$ cat config.mk
export PLATFORM = sky130hd
export DESIGN_NAME = cot_limiter
export DESIGN_NICKNAME = d
export VERILOG_FILES = /design/src/rtl/cot_pkg.sv /design/src/rtl/cot_timer.sv /design/src/rtl/cot_fsm.sv /design/src/rtl/cot_limiter.sv
export SDC_FILE = /design/constraint.sdc
export NUM_CORES = 1
export LEC_CHECK = 0
export BUFFER_PORTS_ARGS = -buffer_cell sky130_fd_sc_hd__clkbuf_2
export CAP_MARGIN = 20
export CORE_ASPECT_RATIO = 1.1
export CORE_MARGIN = 4
export CORE_UTILIZATION = 50
export CTS_BUF_LIST = sky130_fd_sc_hd__clkbuf_4 sky130_fd_sc_hd__clkbuf_8
export DETAILED_ROUTE_END_ITERATION = 10
export PLACE_DENSITY = 0.71
export REMOVE_ABC_BUFFERS = 1
export SLEW_MARGIN = 0
export SYNTH_ARGS = -nofsm -noshare
export SYNTH_HDL_FRONTEND = slang
export SYNTH_HIERARCHICAL = 1
export SYNTH_SLANG_ARGS = --single-unit
export TNS_END_PERCENT = 100
$ cat constraint.sdc
create_clock -name clk -period 2.92 [get_ports clk]
set_input_delay 0.146 -clock clk [delete_from_list [all_inputs] [get_ports clk]]
set_output_delay 0.146 -clock clk [all_outputs]
set_load 0.02 [all_outputs]
$ cat src/rtl/cot_pkg.sv
package cot_pkg;
  typedef enum logic [2:0] {
    ST_IDLE  = 3'd0,
    ST_BLANK = 3'd1,
    ST_ARMED = 3'd2,
    ST_OFF   = 3'd3,
    ST_LATCH = 3'd4
  } cot_state_e;

  localparam int unsigned N_TIMERS = 2;
  localparam int unsigned TMR_BLANK = 0;
  localparam int unsigned TMR_OFF   = 1;
endpackage

$ cat src/rtl/cot_timer.sv
module cot_timer #(
  parameter int unsigned LEN = 16
) (
  input  logic clk,
  input  logic rst,
  input  logic clr_i,
  input  logic start_i,
  output logic fin_o,
  output logic busy_o
);
  localparam int unsigned CW = (LEN < 2) ? 1 : $clog2(LEN);
  localparam logic [CW-1:0] LOAD = CW'(LEN - 1);

  logic [CW-1:0] cnt_q;
  logic          run_q;

  always_ff @(posedge clk) begin
    if (rst || clr_i) begin
      cnt_q <= '0;
      run_q <= 1'b0;
    end else if (start_i) begin
      cnt_q <= LOAD;
      run_q <= 1'b1;
    end else if (run_q) begin
      if (cnt_q == '0) run_q <= 1'b0;
      else             cnt_q <= cnt_q - 1'b1;
    end
  end

  assign fin_o  = run_q && (cnt_q == '0);
  assign busy_o = run_q;


  cnt_range_chk: assert property (@(posedge clk) disable iff (rst)
    cnt_q <= LOAD);


  clr_hold_chk: assert property (@(posedge clk) disable iff (rst)
    clr_i |=> !busy_o);


  start_busy_chk: assert property (@(posedge clk) disable iff (rst)
    (start_i && !clr_i) |=> busy_o);
endmodule

$ cat src/rtl/cot_fsm.sv
module cot_fsm
  import cot_pkg::*;
(
  input  logic clk,
  input  logic rst,
  input  logic bridge_act_i,
  input  logic lim_trip_i,
  input  logic short_any_i,
  input  logic out_edge_i,
  input  logic blank_fin_i,
  input  logic off_fin_i,
  output logic blank_start_o,
  output logic off_start_o,
  output logic tmr_clr_o,
  output logic force_off_o,
  output logic short_flt_o
);
  cot_state_e st_q, st_d;

  always_comb begin
    st_d          = st_q;
    blank_start_o = 1'b0;
    off_start_o   = 1'b0;
    if (!bridge_act_i) begin
      st_d = ST_IDLE;
    end else begin
      unique case (st_q)
        ST_IDLE: begin
          st_d          = ST_BLANK;
          blank_start_o = 1'b1;
        end
        ST_BLANK: begin
          if (short_any_i)      st_d = ST_LATCH;
          else if (out_edge_i)  blank_start_o = 1'b1;
          else if (blank_fin_i) st_d = ST_ARMED;
        end
        ST_ARMED: begin
          if (short_any_i) begin
            st_d = ST_LATCH;
          end else if (out_edge_i) begin
            st_d          = ST_BLANK;
            blank_start_o = 1'b1;
          end else if (lim_trip_i) begin
            st_d        = ST_OFF;
            off_start_o = 1'b1;
          end
        end
        ST_OFF: begin
          if (short_any_i) begin
            st_d = ST_LATCH;
          end else if (off_fin_i) begin
            st_d          = ST_BLANK;
            blank_start_o = 1'b1;
          end
        end
        ST_LATCH: st_d = ST_LATCH;
        default:  st_d = ST_IDLE;
      endcase
    end
  end

  assign tmr_clr_o = (st_d == ST_IDLE) || (st_d == ST_LATCH);

  always_ff @(posedge clk) begin
    if (rst) begin
      st_q        <= ST_IDLE;
      force_off_o <= 1'b0;
      short_flt_o <= 1'b0;
    end else begin
      st_q        <= st_d;
      force_off_o <= (st_d == ST_OFF) || (st_d == ST_LATCH);
      short_flt_o <= (st_d == ST_LATCH) && (st_q != ST_LATCH);
    end
  end


  short_single_chk: assert property (@(posedge clk) disable iff (rst)
    short_flt_o |=> !short_flt_o);


  disable_quiet_chk: assert property (@(posedge clk) disable iff (rst)
    !bridge_act_i |=> (!force_off_o && !short_flt_o));


  latch_hold_chk: assert property (@(posedge clk) disable iff (rst)
    (short_flt_o && bridge_act_i) |=> force_off_o);


  short_act_chk: assert property (@(posedge clk) disable iff (rst)
    (short_any_i && bridge_act_i && (st_q != ST_IDLE)) |=> force_off_o);
endmodule

$ cat src/rtl/cot_limiter.sv
module cot_limiter
  import cot_pkg::*;
#(
  parameter int unsigned CYC_PER_US = 100,
  parameter int unsigned OFF_US     = 20,
  parameter int unsigned BLANK_US   = 16
) (
  input  logic clk,
  input  logic rst,
  input  logic lim_trip_i,
  input  logic short_hs_i,
  input  logic short_ls_i,
  input  logic bridge_act_i,
  input  logic out_edge_i,
  output logic force_off_o,
  output logic short_flt_o
);
  localparam int unsigned OFF_CYC   = OFF_US * CYC_PER_US;
  localparam int unsigned BLANK_CYC = BLANK_US * CYC_PER_US;
  localparam int unsigned GAP_MIN   = OFF_CYC + BLANK_CYC + 1;
  localparam int unsigned GW        = $clog2(GAP_MIN + 2) + 1;

  logic [N_TIMERS-1:0] t_start, t_fin, t_busy;
  logic                tmr_clr;
  logic                short_any;

  assign short_any = short_hs_i | short_ls_i;

  for (genvar g = 0; g < N_TIMERS; g++) begin : g_tmr
    localparam int unsigned LEN = (g == TMR_BLANK) ? BLANK_CYC : OFF_CYC;
    cot_timer #(.LEN(LEN)) u_tmr (
      .clk     (clk),
      .rst     (rst),
      .clr_i   (tmr_clr),
      .start_i (t_start[g]),
      .fin_o   (t_fin[g]),
      .busy_o  (t_busy[g])
    );
  end

  cot_fsm u_fsm (
    .clk           (clk),
    .rst           (rst),
    .bridge_act_i  (bridge_act_i),
    .lim_trip_i    (lim_trip_i),
    .short_any_i   (short_any),
    .out_edge_i    (out_edge_i),
    .blank_fin_i   (t_fin[TMR_BLANK]),
    .off_fin_i     (t_fin[TMR_OFF]),
    .blank_start_o (t_start[TMR_BLANK]),
    .off_start_o   (t_start[TMR_OFF]),
    .tmr_clr_o     (tmr_clr),
    .force_off_o   (force_off_o),
    .short_flt_o   (short_flt_o)
  );

  // Checker counters: length of a force-off run and spacing between rises.
  logic          fo_prev_q, seen_q;
  logic [GW-1:0] run_q, gap_q;
  logic          rise_now;

  assign rise_now = force_off_o && !fo_prev_q;

  always_ff @(posedge clk) begin
    if (rst || !bridge_act_i) begin
      fo_prev_q <= 1'b0;
      seen_q    <= 1'b0;
      run_q     <= '0;
      gap_q     <= '0;
    end else begin
      fo_prev_q <= force_off_o;
      run_q     <= force_off_o ? ((run_q == '1) ? run_q : run_q + 1'b1) : '0;
      if (rise_now && !short_flt_o) begin
        seen_q <= 1'b1;
        gap_q  <= GW'(1);
      end else if (gap_q != '1) begin
        gap_q <= gap_q + 1'b1;
      end
    end
  end


  off_width_chk: assert property (@(posedge clk) disable iff (rst)
    ($fell(force_off_o) && $past(bridge_act_i)) |-> (run_q == GW'(OFF_CYC)));


  chop_gap_chk: assert property (@(posedge clk) disable iff (rst)
    (rise_now && !short_flt_o && seen_q && bridge_act_i) |-> (gap_q >= GW'(GAP_MIN)));


  timers_excl_chk: assert property (@(posedge clk) disable iff (rst)
    !(t_busy[TMR_OFF] && t_busy[TMR_BLANK] && !t_start[TMR_BLANK]));
endmodule

==> metrics.cfg <==
[cells_and_area]
final_cell_mix=dfxtp_1 (29), a21oi_1 (18), inv_1 (9)
final_nets=202
multi_input_area_um2=982
n_antenna_cell=0
regArea_um2=581
synthToLayoutAreaGrowth_pct=7.86
stdcell_count=226
drive_gt1_frac=0.193
n_fill_cell=295
final_common_cell=dfxtp_1

[detailed_routing]
drcViolationCount=0
drt-pass1-iter-count=4
wirelength_mm=3.49
vias=1410
detail-route-antenna-nets=0
drtIter0Drc=54
via_per_inst=6.24
wl_per_cell_um=15.5

[timing]
timing.fmax_ghz=0.367
max_slew_margin=0.548
finalSetupViolations=0
grt_setup_unrepaired=false
timing.final.crit_share=0.932
fin_skew_ns=0.00837
min_period_ns=2.72
finalMaxSlewViolations=0
worst_slew_pin_slew_ns=0.675
hold_violations=0
setup-tns-final_ns=0

[power_and_ir_drop]
powerDensity_mw_per_mm2=444
finalPower_mw=0.785
irDropWorstVdd_v=0.000271
leakage_nw=0.645

[setup_path]
r2r_start=g_tmr[1].u_tmr/cnt_q[0]$_SDFFE_PP0P_
crit_slowest_cell=or4b_4
worstSetupPathType=reg -> reg
worst_ep_required_time_ns=3.20
crit_chain=inv_1, ha_1, or4b_4, or2_2, nor4_2, nand3_1, a211o_1, a21oi_2, buf_4, a21oi_1, o31ai_1, and2_1
cp-end-kind=flip-flop
cp.arrival_ns=3.00
path_max_fanout=4
critPathLaunchType=flip-flop
rrSetupSlack_ns=0.20
slowest_delay_ns=0.49
reg2reg_depth=12
rr_endpoint=g_tmr[0].u_tmr/cnt_q[2]$_SDFFE_PP0P_

[clocking]
clk_latency_ns=0.33
clock-root-buffer=clkbuf_4
cts_sinks=29
cts_htree_levels=2
cts_buffers=5
cts_tree=yes
clk_pin_slew_worst_paths_ns=0.10
cts_buffer_depth=2
hold_buffers=0

[floorplanning]
die_height_um=68.1
rows=21
dieWidth_um=62.6
ioPinCount=9
core_mm2=0.00310
dieArea_mm2=0.00426
start_util=0.529

[synth]
synthArstFlopShare=0
yosysTopAreaCell=dfxtp_1
synth.area.top_cells=dfxtp_1 (35%), a21oi_1 (5.5%), o41ai_4 (3.4%), ha_1 (3.1%), nor4_1 (2.7%)
ys_types=53
syn-cell-area_mm2=0.00164
ys_seq_area_frac=0.354
yosys_register_bits=29
synth_top_area_share=0.354
postSynthAreaPerCell_um2=9.11
ys_warn_count=6
netlist_instances=180
synth_edf_count=0
synth_ff_type=dfxtp_1

[grt]
grt_pass1_wl_mm=5.68
grt_max_degree=14
grt_pass1_vias=1310
grtUsageTotal=0.171
antenna_found_initial=0
overflow=0

[min_path]
holdPathStages=3
holdPathEnd=g_tmr[0].u_tmr/cnt_q[10]$_SDFFE_PP0P_
min-delay-start=rst
hold_path.class=in -> reg

[placed_design]
gp_congestion=0.834
portBuffers=8
placed_cells=218
hpwl_mm=2.45

[run_status]
outcome=finished, final reports clean

[run]
max-cap-violations=0

## cell type report
| cell class | count | share of cell area |
|---|---|---|
| Clock inverter | 1 | 0.00283 |
| Multi-Input combinational cell | 135 | 0.556 |
| Timing Repair Buffer | 10 | 0.0311 |
| Tap cell | 34 | 0.0241 |
| Clock buffer | 7 | 0.0368 |
| Sequential cell | 29 | 0.328 |
| Inverter | 10 | 0.0212 |
## power breakdown
group          internal [mW]  total [mW]  switching (mW)
clock                  0.139       0.281           0.141
combinational         0.0377      0.0863          0.0485
sequential             0.405       0.418          0.0130
## worst max-delay path, delay by kind of cell, from the launching register on
family,cells,cell delay [ns]
fa+ha+maj,1,0.15
simple gates,5,1.36
buf+inv,2,0.23
flops,1,0.35
compound gates,4,0.58
## synth_stat cells (3+ instances only)
library cell and instances:
or2_2 5, a31oi_1 5, or3_1 7, nor3_1 3, nand2_1 6, inv_1 9
nor2_1 6, dfxtp_1 29, or4_1 4, nand4_1 3, nand2b_1 4, nor4_1 7
o21ai_0 4, nand3_1 3, nand3b_1 4, xnor2_1 3, o31ai_1 4, ha_1 4
o21a_1 3, o21ai_1 3, a21oi_1 18
## worst max-delay path by stage
stage | startpoint | end | slack, ns
finish | g_tmr[1].u_tmr/cnt_q[0]$_SDFFE_PP0P_ | g_tmr[0].u_tmr/cnt_q[2]$_SDFFE_PP0P_ | 0.20
detailed placement | g_tmr[1].u_tmr/cnt_q[0]$_SDFFE_PP0P_ | g_tmr[0].u_tmr/cnt_q[2]$_SDFFE_PP0P_ | 0.16
CTS | g_tmr[1].u_tmr/cnt_q[0]$_SDFFE_PP0P_ | g_tmr[0].u_tmr/cnt_q[2]$_SDFFE_PP0P_ | 0.13
global placement | g_tmr[1].u_tmr/cnt_q[0]$_SDFFE_PP0P_ | g_tmr[0].u_tmr/cnt_q[2]$_SDFFE_PP0P_ | 0.30
global route | g_tmr[1].u_tmr/cnt_q[0]$_SDFFE_PP0P_ | g_tmr[0].u_tmr/cnt_q[4]$_SDFFE_PP0P_ | 0.05
floorplan | g_tmr[1].u_tmr/cnt_q[0]$_SDFFE_PP0P_ | g_tmr[0].u_tmr/cnt_q[4]$_SDFFE_PP0P_ | 0.32
## routing by layer
layer  wire length, µm  track usage  share of wire
met1              1600        0.190           0.46
met2              1750        0.305           0.50
met3                81       0.0542          0.023
met4                55       0.0744          0.016
met5                 0            0              0
## state kept, by name (all words and copies together) (netlist names)
register,cells
g_tmr.u_tmr/cnt_q,22
u_fsm/force_off_o,1
u_fsm/short_flt_o,1
u_fsm/st_q,3
g_tmr.u_tmr/busy_o,2
## repair_timing
| item | CTS | global route |
|---|---|---|
| buffers inserted | 0 | 0 |
| gates resized for setup | 0 | 1 |
| setup endpoints to repair | 0 | 5 |
## logic make-up (layout without fill, tap and decap cells)
| group | after synthesis | count (layout) | synth area share |
|---|---|---|---|
| compound gates | 53 | 53 | 0.237 |
| buf+inv | 16 | 28 | 0.0504 |
| xor+xnor | 5 | 5 | 0.0267 |
| fa+ha+maj | 4 | 4 | 0.0305 |
| flops | 29 | 29 | 0.354 |
| mux | 2 | 2 | 0.0122 |
| simple gates | 71 | 71 | 0.289 |
## metrics by stage
stage,setup WS [ns],hold WS (ns),area [µm²],util
after floorplan,0.325,0.328,1590,-
after global placement,0.296,0.483,1690,0.546
after detailed placement,0.159,0.502,1690,0.546
after CTS,0.133,0.132,1760,0.568
after global routing,0.0453,0.143,1770,0.570
final,0.198,0.152,1770,0.570
No activity file was read; power rests on OpenSTA's default activity.
